[src/rtl/tmw_pkg.sv]
package tmw_pkg;

    // Classification of the request presented in the current cycle.
    typedef enum logic [2:0] {
        CL_NONE,
        CL_NLOAD,
        CL_NSTORE,
        CL_QLOAD,
        CL_QLOAD_T,
        CL_QSTORE,
        CL_QSTORE_T,
        CL_MISALIGN
    } req_class_t;

    // Response state: what the block reports in the cycle after a request.
    typedef enum logic [2:0] {
        ST_IDLE,
        ST_READ_PLAIN,
        ST_READ_TAGGED,
        ST_WROTE,
        ST_FAULT
    } rsp_state_t;

endpackage

[src/rtl/tmw_classify.sv]
module tmw_classify
    import tmw_pkg::*;
#(
    parameter int ROW_BYTES     = 16,
    parameter int GRANULE_BYTES = 16,
    parameter int OFF_W         = $clog2(ROW_BYTES),
    parameter int GPR           = ROW_BYTES / GRANULE_BYTES
) (
    input  logic                 req_vld,
    input  logic                 req_wr,
    input  logic                 req_quad,
    input  logic [OFF_W-1:0]     req_off,
    input  logic [ROW_BYTES-1:0] req_be,
    input  logic                 tags_active,
    output req_class_t           cls,
    output logic [GPR-1:0]       touch_mask
);

    // Decode the request into one class.
    always_comb begin
        cls = CL_NONE;
        if (req_vld) begin
            if (req_quad && (req_off != '0)) begin
                cls = CL_MISALIGN;
            end else if (req_quad) begin
                if (req_wr) cls = tags_active ? CL_QSTORE_T : CL_QSTORE;
                else        cls = tags_active ? CL_QLOAD_T  : CL_QLOAD;
            end else begin
                cls = req_wr ? CL_NSTORE : CL_NLOAD;
            end
        end
    end

    // A granule is touched when any of its byte enables is set.
    for (genvar g = 0; g < GPR; g++) begin : g_touch
        assign touch_mask[g] = |req_be[g*GRANULE_BYTES +: GRANULE_BYTES];
    end

endmodule

[src/rtl/tmw_data_array.sv]
module tmw_data_array #(
    parameter int DEPTH     = 16,
    parameter int ROW_BYTES = 16,
    parameter int ROW_W     = $clog2(DEPTH),
    parameter int DW        = ROW_BYTES * 8
) (
    input  logic                 clk,
    input  logic                 wr_en,
    input  logic [ROW_W-1:0]     wr_row,
    input  logic [ROW_BYTES-1:0] wr_be,
    input  logic [DW-1:0]        wr_data,
    input  logic                 rd_en,
    input  logic [ROW_W-1:0]     rd_row,
    output logic [DW-1:0]        rd_data
);

    // Storage needs no reset; only the tags must start cleared.
    logic [DW-1:0] mem [DEPTH];

    always_ff @(posedge clk) begin
        if (wr_en) begin
            for (int b = 0; b < ROW_BYTES; b++) begin
                if (wr_be[b]) mem[wr_row][b*8 +: 8] <= wr_data[b*8 +: 8];
            end
        end
    end

    // Registered read: one cycle of latency, and it sees prior-cycle writes.
    always_ff @(posedge clk) begin
        if (rd_en) rd_data <= mem[rd_row];
    end

endmodule

[src/rtl/tmw_tag_array.sv]
module tmw_tag_array #(
    parameter int DEPTH = 16,
    parameter int GPR   = 1,
    parameter int ROW_W = $clog2(DEPTH)
) (
    input  logic             clk,
    input  logic             rst_n,
    input  logic             upd_en,
    input  logic [ROW_W-1:0] upd_row,
    input  logic [GPR-1:0]   clr_mask,
    input  logic             set_en,
    input  logic             set_val,
    input  logic             rd_en,
    input  logic [ROW_W-1:0] rd_row,
    output logic             rd_tag
);

    logic [GPR-1:0] tags [DEPTH];

    always_ff @(posedge clk or negedge rst_n) begin
        if (!rst_n) begin
            for (int r = 0; r < DEPTH; r++) tags[r] <= '0;
            rd_tag <= 1'b0;
        end else begin
            if (upd_en) begin
                for (int g = 0; g < GPR; g++) begin
                    if (set_en)           tags[upd_row][g] <= set_val;
                    else if (clr_mask[g]) tags[upd_row][g] <= 1'b0;
                end
            end
            // The row is tagged only when every granule in it is intact.
            if (rd_en) rd_tag <= &tags[rd_row];
        end
    end

    for (genvar r = 0; r < DEPTH; r++) begin : g_chk
        assert_clear_touched_R2: assert property (@(posedge clk) disable iff (!rst_n)
            (upd_en && !set_en && upd_row == ROW_W'(r))
            |=> ((tags[r] & $past(clr_mask)) == '0));
        assert_set_from_in_R3: assert property (@(posedge clk) disable iff (!rst_n)
            (upd_en && set_en && upd_row == ROW_W'(r))
            |=> (tags[r] == {GPR{$past(set_val)}}));
        assert_hold_no_update_R7: assert property (@(posedge clk) disable iff (!rst_n)
            (!upd_en) |=> $stable(tags[r]));
    end

endmodule

[src/rtl/tagmem_ctrl.sv]
module tagmem_ctrl
    import tmw_pkg::*;
#(
    parameter int DEPTH         = 16,
    parameter int ROW_BYTES     = 16,
    parameter int GRANULE_BYTES = 16,
    parameter int ADDR_W        = $clog2(DEPTH * ROW_BYTES)
) (
    input  logic                   clk,
    input  logic                   rst_n,
    input  logic                   req_vld,
    input  logic                   req_wr,
    input  logic                   req_quad,
    input  logic [ADDR_W-1:0]      req_addr,
    input  logic [ROW_BYTES*8-1:0] req_wdata,
    input  logic [ROW_BYTES-1:0]   req_be,
    input  logic                   tags_active,
    input  logic                   tag_in,
    output logic                   rd_vld,
    output logic [ROW_BYTES*8-1:0] rd_data,
    output logic                   tag_out,
    output logic                   tag_out_vld,
    output logic                   align_err
);

    localparam int OFF_W = $clog2(ROW_BYTES);
    localparam int ROW_W = ADDR_W - OFF_W;
    localparam int GPR   = ROW_BYTES / GRANULE_BYTES;

    req_class_t     cls;
    logic [GPR-1:0] touch_mask;
    rsp_state_t     state_q, state_d;
    logic [ROW_W-1:0] row;
    logic           is_store, is_load, is_quad_store;
    logic [ROW_BYTES-1:0] wr_be;
    logic [GPR-1:0] clr_mask;
    logic           tag_rd;

    assign row = req_addr[ADDR_W-1:OFF_W];

    tmw_classify #(
        .ROW_BYTES(ROW_BYTES), .GRANULE_BYTES(GRANULE_BYTES),
        .OFF_W(OFF_W), .GPR(GPR)
    ) u_cls (
        .req_vld(req_vld), .req_wr(req_wr), .req_quad(req_quad),
        .req_off(req_addr[OFF_W-1:0]), .req_be(req_be),
        .tags_active(tags_active), .cls(cls), .touch_mask(touch_mask)
    );

    always_comb begin
        is_quad_store = (cls == CL_QSTORE) || (cls == CL_QSTORE_T);
        is_store      = is_quad_store || (cls == CL_NSTORE);
        is_load       = (cls == CL_NLOAD) || (cls == CL_QLOAD) || (cls == CL_QLOAD_T);
        wr_be         = is_quad_store ? '1 : req_be;
        clr_mask      = is_quad_store ? '1 : touch_mask;
    end

    tmw_data_array #(
        .DEPTH(DEPTH), .ROW_BYTES(ROW_BYTES), .ROW_W(ROW_W)
    ) u_data (
        .clk(clk), .wr_en(is_store), .wr_row(row), .wr_be(wr_be),
        .wr_data(req_wdata), .rd_en(is_load), .rd_row(row), .rd_data(rd_data)
    );

    tmw_tag_array #(
        .DEPTH(DEPTH), .GPR(GPR), .ROW_W(ROW_W)
    ) u_tag (
        .clk(clk), .rst_n(rst_n), .upd_en(is_store), .upd_row(row),
        .clr_mask(clr_mask), .set_en(cls == CL_QSTORE_T), .set_val(tag_in),
        .rd_en(is_load), .rd_row(row), .rd_tag(tag_rd)
    );

    // Next response state: taken from the class of this cycle's request.
    always_comb begin
        unique case (cls)
            CL_NLOAD, CL_QLOAD:                state_d = ST_READ_PLAIN;
            CL_QLOAD_T:                        state_d = ST_READ_TAGGED;
            CL_NSTORE, CL_QSTORE, CL_QSTORE_T: state_d = ST_WROTE;
            CL_MISALIGN:                       state_d = ST_FAULT;
            default:                           state_d = ST_IDLE;
        endcase
    end

    always_ff @(posedge clk or negedge rst_n) begin
        if (!rst_n) state_q <= ST_IDLE;
        else        state_q <= state_d;
    end

    // Outputs are decoded from the response state alone.
    always_comb begin
        rd_vld      = 1'b0;
        tag_out_vld = 1'b0;
        tag_out     = 1'b0;
        align_err   = 1'b0;
        unique case (state_q)
            ST_READ_PLAIN:  rd_vld = 1'b1;
            ST_READ_TAGGED: begin
                rd_vld      = 1'b1;
                tag_out_vld = 1'b1;
                tag_out     = tag_rd;
            end
            ST_FAULT:       align_err = 1'b1;
            default:        ;
        endcase
    end

    assert_tagvld_with_data_R5: assert property (@(posedge clk) disable iff (!rst_n)
        (req_vld && !req_wr && req_quad && tags_active && req_addr[OFF_W-1:0] == '0)
        |=> (rd_vld && tag_out_vld));
    assert_untagged_quad_load_R6: assert property (@(posedge clk) disable iff (!rst_n)
        (req_vld && !req_wr && req_quad && !tags_active && req_addr[OFF_W-1:0] == '0)
        |=> (rd_vld && !tag_out_vld && !tag_out));
    assert_plain_load_notag_R7: assert property (@(posedge clk) disable iff (!rst_n)
        (req_vld && !req_wr && !req_quad) |=> (rd_vld && !tag_out_vld && !tag_out));
    assert_misalign_pulse_R8: assert property (@(posedge clk) disable iff (!rst_n)
        (req_vld && req_quad && req_addr[OFF_W-1:0] != '0)
        |=> (align_err && !rd_vld && !tag_out_vld));
    assert_err_one_cycle_R8: assert property (@(posedge clk) disable iff (!rst_n)
        (align_err && !(req_vld && req_quad && req_addr[OFF_W-1:0] != '0)) |=> !align_err);
    assert_idle_quiet_R10: assert property (@(posedge clk) disable iff (!rst_n)
        (!req_vld) |=> (!rd_vld && !tag_out_vld && !align_err));
    assert_strobes_onehot_R1: assert property (@(posedge clk) disable iff (!rst_n)
        $onehot0({rd_vld, align_err}));

endmodule

[config.mk]
export PLATFORM = sky130hd
export DESIGN_NAME = tagmem_ctrl
export DESIGN_NICKNAME = d
export VERILOG_FILES = /design/src/rtl/tmw_pkg.sv /design/src/rtl/tmw_classify.sv /design/src/rtl/tmw_data_array.sv /design/src/rtl/tmw_tag_array.sv /design/src/rtl/tagmem_ctrl.sv
export SDC_FILE = /design/constraint.sdc
export NUM_CORES = 2
export LEC_CHECK = 0
export BUFFER_PORTS_ARGS = -buffer_cell sky130_fd_sc_hd__buf_2
export CAP_MARGIN = 10
export CORE_AREA = 4 4 446 448
export CTS_BUF_LIST = sky130_fd_sc_hd__clkbuf_8
export DETAILED_ROUTE_END_ITERATION = 12
export DIE_AREA = 0 0 450 452
export PLACE_DENSITY = 0.7
export REMOVE_ABC_BUFFERS = 1
export SKIP_LAST_GASP = 1
export SYNTH_ARGS = -nofsm -noshare
export SYNTH_HDL_FRONTEND = slang
export SYNTH_HIERARCHICAL = 1
export SYNTH_SLANG_ARGS = --single-unit
[constraint.sdc]
create_clock -name clk -period 1.6 [get_ports clk]
set_clock_uncertainty 0.2 [all_clocks]
set_input_delay 0 -clock clk [delete_from_list [all_inputs] [get_ports clk]]
set_output_delay 0 -clock clk [all_outputs]
set_load 0.02 [all_outputs]
# Yosys cells after proc, flatten, opt, wreduce, memory -nomap -nowiden
# Memory sizes are Yosys's and may differ from the RTL's. A register that Yosys moved wholly into a read port is not among the register bits.
# Index checks and enable logic that the tools add are counted.
# totals
ff_bits	20
ram_bits	2048
in_bits	159
output_inout_bits	132
elab_cells	117
n_memories	1
# op_classes
order_cmp	2
eq_ne	10
muxes	70
n_bitwise	3
reduce_logical	13
# memory_table
memory	depth	word_bits	rd	rd_clocked_by_memory_dff	wr	line_no	rtl
u_data.mem	16	128	1	1	1	tmw_data_array.sv:18	logic [DW-1:0] mem [DEPTH];
# ops
operator	n
1-bit two-way mux	56
16-bit two-way mux	3
16-bit AND	1
16-bit bitwise mux	1
16-bit inverter	1
16-bit OR reduction	1
3-bit equality test (second input constant)	5
3-bit two-way mux	5
3-bit case mux with 4 select lines	1
3-bit by 2-bit equality test with 1-bit output (second input constant)	3
3-bit by 1-bit equality test with 1-bit output (second input constant)	2
5-bit greater-or-equal comparator (second input constant)	1
5-bit by 1-bit less-than comparator with 1-bit output (second input constant)	1
4-bit inverter with 5-bit output	1
1-bit binary-select mux with 4-bit select	1
1-bit demux with 4-bit select	1
1-bit logical OR	4
2-bit two-way mux	2
4-bit nonzero test	1
2-bit OR reduction	2
3-bit OR reduction	1
1-bit logical AND	2
2-bit AND reduction	1
2-bit nonzero test	1

# Depth between registers and ports, before layout
# depth
word_depth	11
depth_mapped	10

# Hierarchy
# The synthesis kept the hierarchy.
# by_module_without_submodules
mod	instances	cells_per_inst	area_each_um2
tmw_data_array	1	3652	81962.4
tmw_tag_array	1	69	885.8
tagmem_ctrl	1	40	381.6
tmw_classify	1	16	111.4

# Worst setup path after synthesis
# No wires, ideal clock.
# synth_path
path_type	input -> register
from	in req_addr[1]
to	reg u_tag.rd_tag
arrival_time_ns	2.813
slack_ns	-1.541
stages	5
path_buffers	0
path_cell_list	nor4_4 > a31oi_1 > nor2_1 > mux2_2 > mux2_4
# synth_between
elab_chain_len	7
# synth_lines
element	line_no	rtl
start, declared	tagmem_ctrl.sv:14	input logic [ADDR_W-1:0] req_addr,
4-bit nonzero test *	tmw_classify.sv:23	if (req_quad && (req_off != '0)) begin
1-bit logical AND *	tmw_classify.sv:23	
3-bit two-way mux *	tmw_classify.sv:23	
3-bit two-way mux *	tmw_classify.sv:22	if (req_vld) begin
named net cls[1]	tagmem_ctrl.sv:30	req_class_t cls;
3-bit by 1-bit equality test with 1-bit output or 3-bit by 2-bit equality test with 1-bit output (tied branches)	tagmem_ctrl.sv:53	is_load = (cls == CL_NLOAD) || (cls == CL_QLOAD) || (cls == CL_QLOAD_T);
1-bit logical OR	tagmem_ctrl.sv:53	
1-bit logical OR *	tagmem_ctrl.sv:53	
named net is_load	tagmem_ctrl.sv:34	logic is_store, is_load, is_quad_store;
end signal, assigned	tmw_tag_array.sv:32	if (rd_en) rd_tag <= &tags[rd_row];
end, declared	tmw_tag_array.sv:15	output logic rd_tag
# The timed path passes the listed nets; every way through them passes the cells marked *.
# A chain may end at the register's enable or synchronous reset.

# Final worst setup path
# layout_path
from	reg state_q[1]
to	out tag_out
# layout_between
elab_chain_len	2
# layout_lines
element	line_no	rtl
start, declared	tagmem_ctrl.sv:32	rsp_state_t state_q, state_d;
start signal, assigned	tagmem_ctrl.sv:86	else state_q <= state_d;
3-bit by 2-bit equality test with 1-bit output	tagmem_ctrl.sv:95	unique case (state_q)
1-bit two-way mux	tagmem_ctrl.sv:95	
end, declared	tagmem_ctrl.sv:21	output logic tag_out,
# Every way passes these cells.

==> results by group <==
Worst setup path
  • Arr. time, crit path: between 2 and 2.5 ns
  • CP max stage delay: 0.40 ns
  • Slowest-stage cell, CP: dfrtp_1
  • Crit Path Category: reg2out
  • Crit Path Max Fanout: 3
  • Cell Chain, Critical Path: nor3b_2 -> buf_4 -> and2_1 -> buf_4
  • WP data required: about 1.4 ns
  • Most used cell, CP: buf_4
  • Type of origin of the critical path: flop
  • Slack of the worst reg-to-reg path: -0.26 ns
  • CP endpoint kind: primary output

Timing
  • Peak Freq: 442 MHz
  • Hold Slack: -0.0820 ns
  • Max Transition Viols Final: 0
  • Worst Tran Pin Value: between 0.7 and 0.8 ns
  • Final number of setup-violating endpoints: 1,756
  • Final Hold Viols: 50
  • Period Utilization, post-route: 1.41
  • Worst Slack Setup Final: -0.662 ns
  • Final Critical Period: between 2 and 2.5 ns
  • Worst rel slew slack: 0.492
  • RSZ-0062 raised after global routing: true

Clock network
  • CTS buffer count: between 300 and 400
  • Clock latency on the worst-skew pair: 1.05 ns
  • Max clock buf depth: 4
  • CTS tree: yes
  • Clock sinks: ~2,200
  • Max H-tree Level: 5
  • CTS clock-pin slew for the worst setup and hold paths: ~0.07 ns
  • Root Buffer Master: clkbuf_8

Floorplanning
  • Die W: approximately 450 um
  • Die area: 203,000 um^2
  • I/O pin count: around 290
  • Row count: between 150 and 200
  • DIE HEIGHT: approximately 450 um
  • Starting density of the core: 0.428
  • Core area: roughly 200,000 um^2

Logic synthesis
  • Yosys reg bits: approximately 2,200
  • Syn Inst Count: approximately 3,800
  • Multiplexer share of the synthesized area: 0.144
  • Ys Warns: 6
  • Syn Std Cell Area: between 80,000 and 90,000 um^2
  • Synth Area in Simple Gates: 0.0240
  • Netlist cell types: 46
  • Xor/xnor share of the synthesized area: 0.000435
  • Largest family of logic cells by synthesized area: multiplexers
  • Synth top area share: 0.784
  • Main synth FF type: edfxtp_1
  • Avg Cell Area, Syn: 22.1 um^2
  • Post-synth EDFFs: 2,176
  • Yosys top cell by area: edfxtp_1
  • Top cells by area, synth: edfxtp_1 (78%), mux4_2 (13%), a22oi_1 (2.0%)
  • Compound-Gate Fraction of Synth Area: 0.0270
  • Sequential share of the synthesized area: 0.790
  • Synth async-reset ratio: 0.00911
  • Post-synthesis adder-cell area fraction: 0.000150

Power
  • Sw Pwr: around 27 mW
  • Clock power share: 0.363
  • Internal Power: 89.8 mW
  • Gate power share: 0.082
  • Sequential fraction of design power: 0.554
  • Sw Ratio: 0.229
  • Max VDD drop: around 840 uV
  • Leakage power: around 35 nW
  • Power density cells: roughly 1100 nW/um^2

Placed design
  • GPL Wtd Cong: 0.831
  • Dpl hpwl: ~150 mm
  • I/O Buffers: 290
  • Place WS: -1.53 ns

GRT
  • Largest net degree at the start of global routing: between 40 and 50
  • Global route overflow: 0
  • First-pass GRT wire length: approximately 320 mm
  • Initial antenna violation count: 19
  • Total track usage: 0.218
  • Vias in the first global route: 46,207

Routing
  • Iter 0 DRT Violations: ~5,700
  • Drt wl/cell: around 29 um
  • DRC viols: 0
  • First-pass DRT Iterations: 5
  • DR vias: between 40,000 and 50,000
  • WL final: 229 mm
  • Avg Vias per Cell: between 5 and 6
  • Routed Antenna Nets: 0

Layout
  • Most common library cell in the layout ignoring fill and taps: edfxtp_1
  • Area delta synth->final: 27.1%
  • Fillers: around 14,000
  • Nets: about 5,300
  • Layout cells sized above 1: 0.439
  • Most frequent cells in the layout: edfxtp_1 (2,176), mux4_2 (485), buf_4 (476)

Status
  • Status: finished, violations left
  • Failing checks: negative hold slack, negative setup slack

Run
  • Max cap viols: 0

Hold path
  • HP Class: in2reg
==> timing repair <==
action / 4_1_cts / 5_1_grt
setup endpoints to repair: 1913 / 2207
setup buffers: 9 / 39
gates cloned: 2 / 10
pin swaps: 165 / 63
endpoints found under the hold margin: 4285 / 1106
hold buffers: 303 / 4
gates resized for setup: 542 / 341
==> flip-flops by register name, indices dropped and copies added (netlist names) <==
name	flops
u_data/mem	2048
u_data/rd_data	128
u_tag/tags	16
state_q	3
u_tag/rd_tag	1
==> power by group through the flow <==
stage / logic [mW] / clock network, mW / registers, mW
after global routing: 9.98 / 46.0 / 64.6
after CTS: 8.95 / 43.1 / 64.6
after global placement: 7.46 / 0 / 65.7
after detailed placement: 7.56 / 0 / 65.7
after floorplan: 2.53 / 0 / 65.9
final: 9.56 / 42.3 / 64.6
==> worst max-delay path, delay by kind of cell, from the launching register on <==
family | cells | cell delay (ns)
buffers and inverters | 2 | 0.31
flip-flops | 1 | 0.40
AND/OR/NAND/NOR | 2 | 0.32
==> stage by stage <==
step	power, mW	utilization	std cells	setup TNS, ns	cell area (um^2)
after floorplan	68.5	-	3563	-4472.10	82200
after global routing	121	0.544	7957	-191.19	106000
final	116	0.544	7961	-202.30	106000
after global placement	73.1	0.477	7014	-2818.88	92900
after detailed placement	73.3	0.477	7014	-2734.94	92900
after CTS	117	0.534	7907	-347.89	104000
==> worst paths after layout <==
check,to,depth (start not counted),startpoint
worst max register to register,u_data/rd_data[15],3,u_data/mem[5][15]
max in group asynchronous,u_tag/tags[0],4,rst_n
worst min register to register,u_tag/tags[8],1,u_tag/tags[8]
worst max-delay path,tag_out,4,state_q[1]
min in group asynchronous,u_tag/rd_tag,4,rst_n
worst min-delay path,u_data/mem[10][33],9,req_vld
==> area by class of cell <==
cell class              instances  area [um^2]  area share
diodes                          8         20.0    0.000189
repair buffers               1261        12200       0.115
inverters                       6         22.5    0.000213
clock buffers                 346         4760      0.0450
well taps                    2542         3180      0.0300
clock inverters               238         1190      0.0112
flip-flops and latches       2196        65800       0.622
multi-input cells            1364        18700       0.177
==> cells in the mapped netlist, types with 4 or more instances <==
| cell type | number |
|---|---|
| a22oi_1 | 221 |
| mux2i_1 | 23 |
| o21ai_0 | 16 |
| nor2b_1 | 31 |
| buf_6 | 26 |
| inv_1 | 5 |
| edfxtp_1 | 2176 |
| mux4_1 | 4 |
| buf_4 | 25 |
| mux2_2 | 72 |
| o21bai_1 | 7 |
| nand3_1 | 8 |
| dfrtp_1 | 20 |
| buf_2 | 53 |
| clkbuf_1 | 106 |
| nor4_1 | 4 |
| o221ai_1 | 20 |
| mux4_2 | 482 |
| a221oi_1 | 10 |
| nand2_1 | 126 |
| o22a_1 | 5 |
| nand2b_1 | 14 |
| nor3_1 | 5 |
| o21bai_2 | 10 |
| nor2_1 | 277 |
| and2_1 | 4 |
==> kinds of logic (layout without fill, tap and decap cells) <==
group,Yosys count,count (layout)
compound gates,296,296
xor+xnor,2,3
fa+ha+maj,1,1
buf+inv,220,1851
flops,2196,2196
mux,582,584
other cells,0,8
simple gates,480,480
==> layer usage <==
| metal | wire length [um] | global-route usage |
|---|---|---|
| met5 | 0 | 0 |
| met4 | 10800 | 0.0937 |
| met3 | 19200 | 0.0431 |
| met2 | 114000 | 0.362 |
| met1 | 84200 | 0.282 |
No activity file was read; power rests on OpenSTA's default activity.
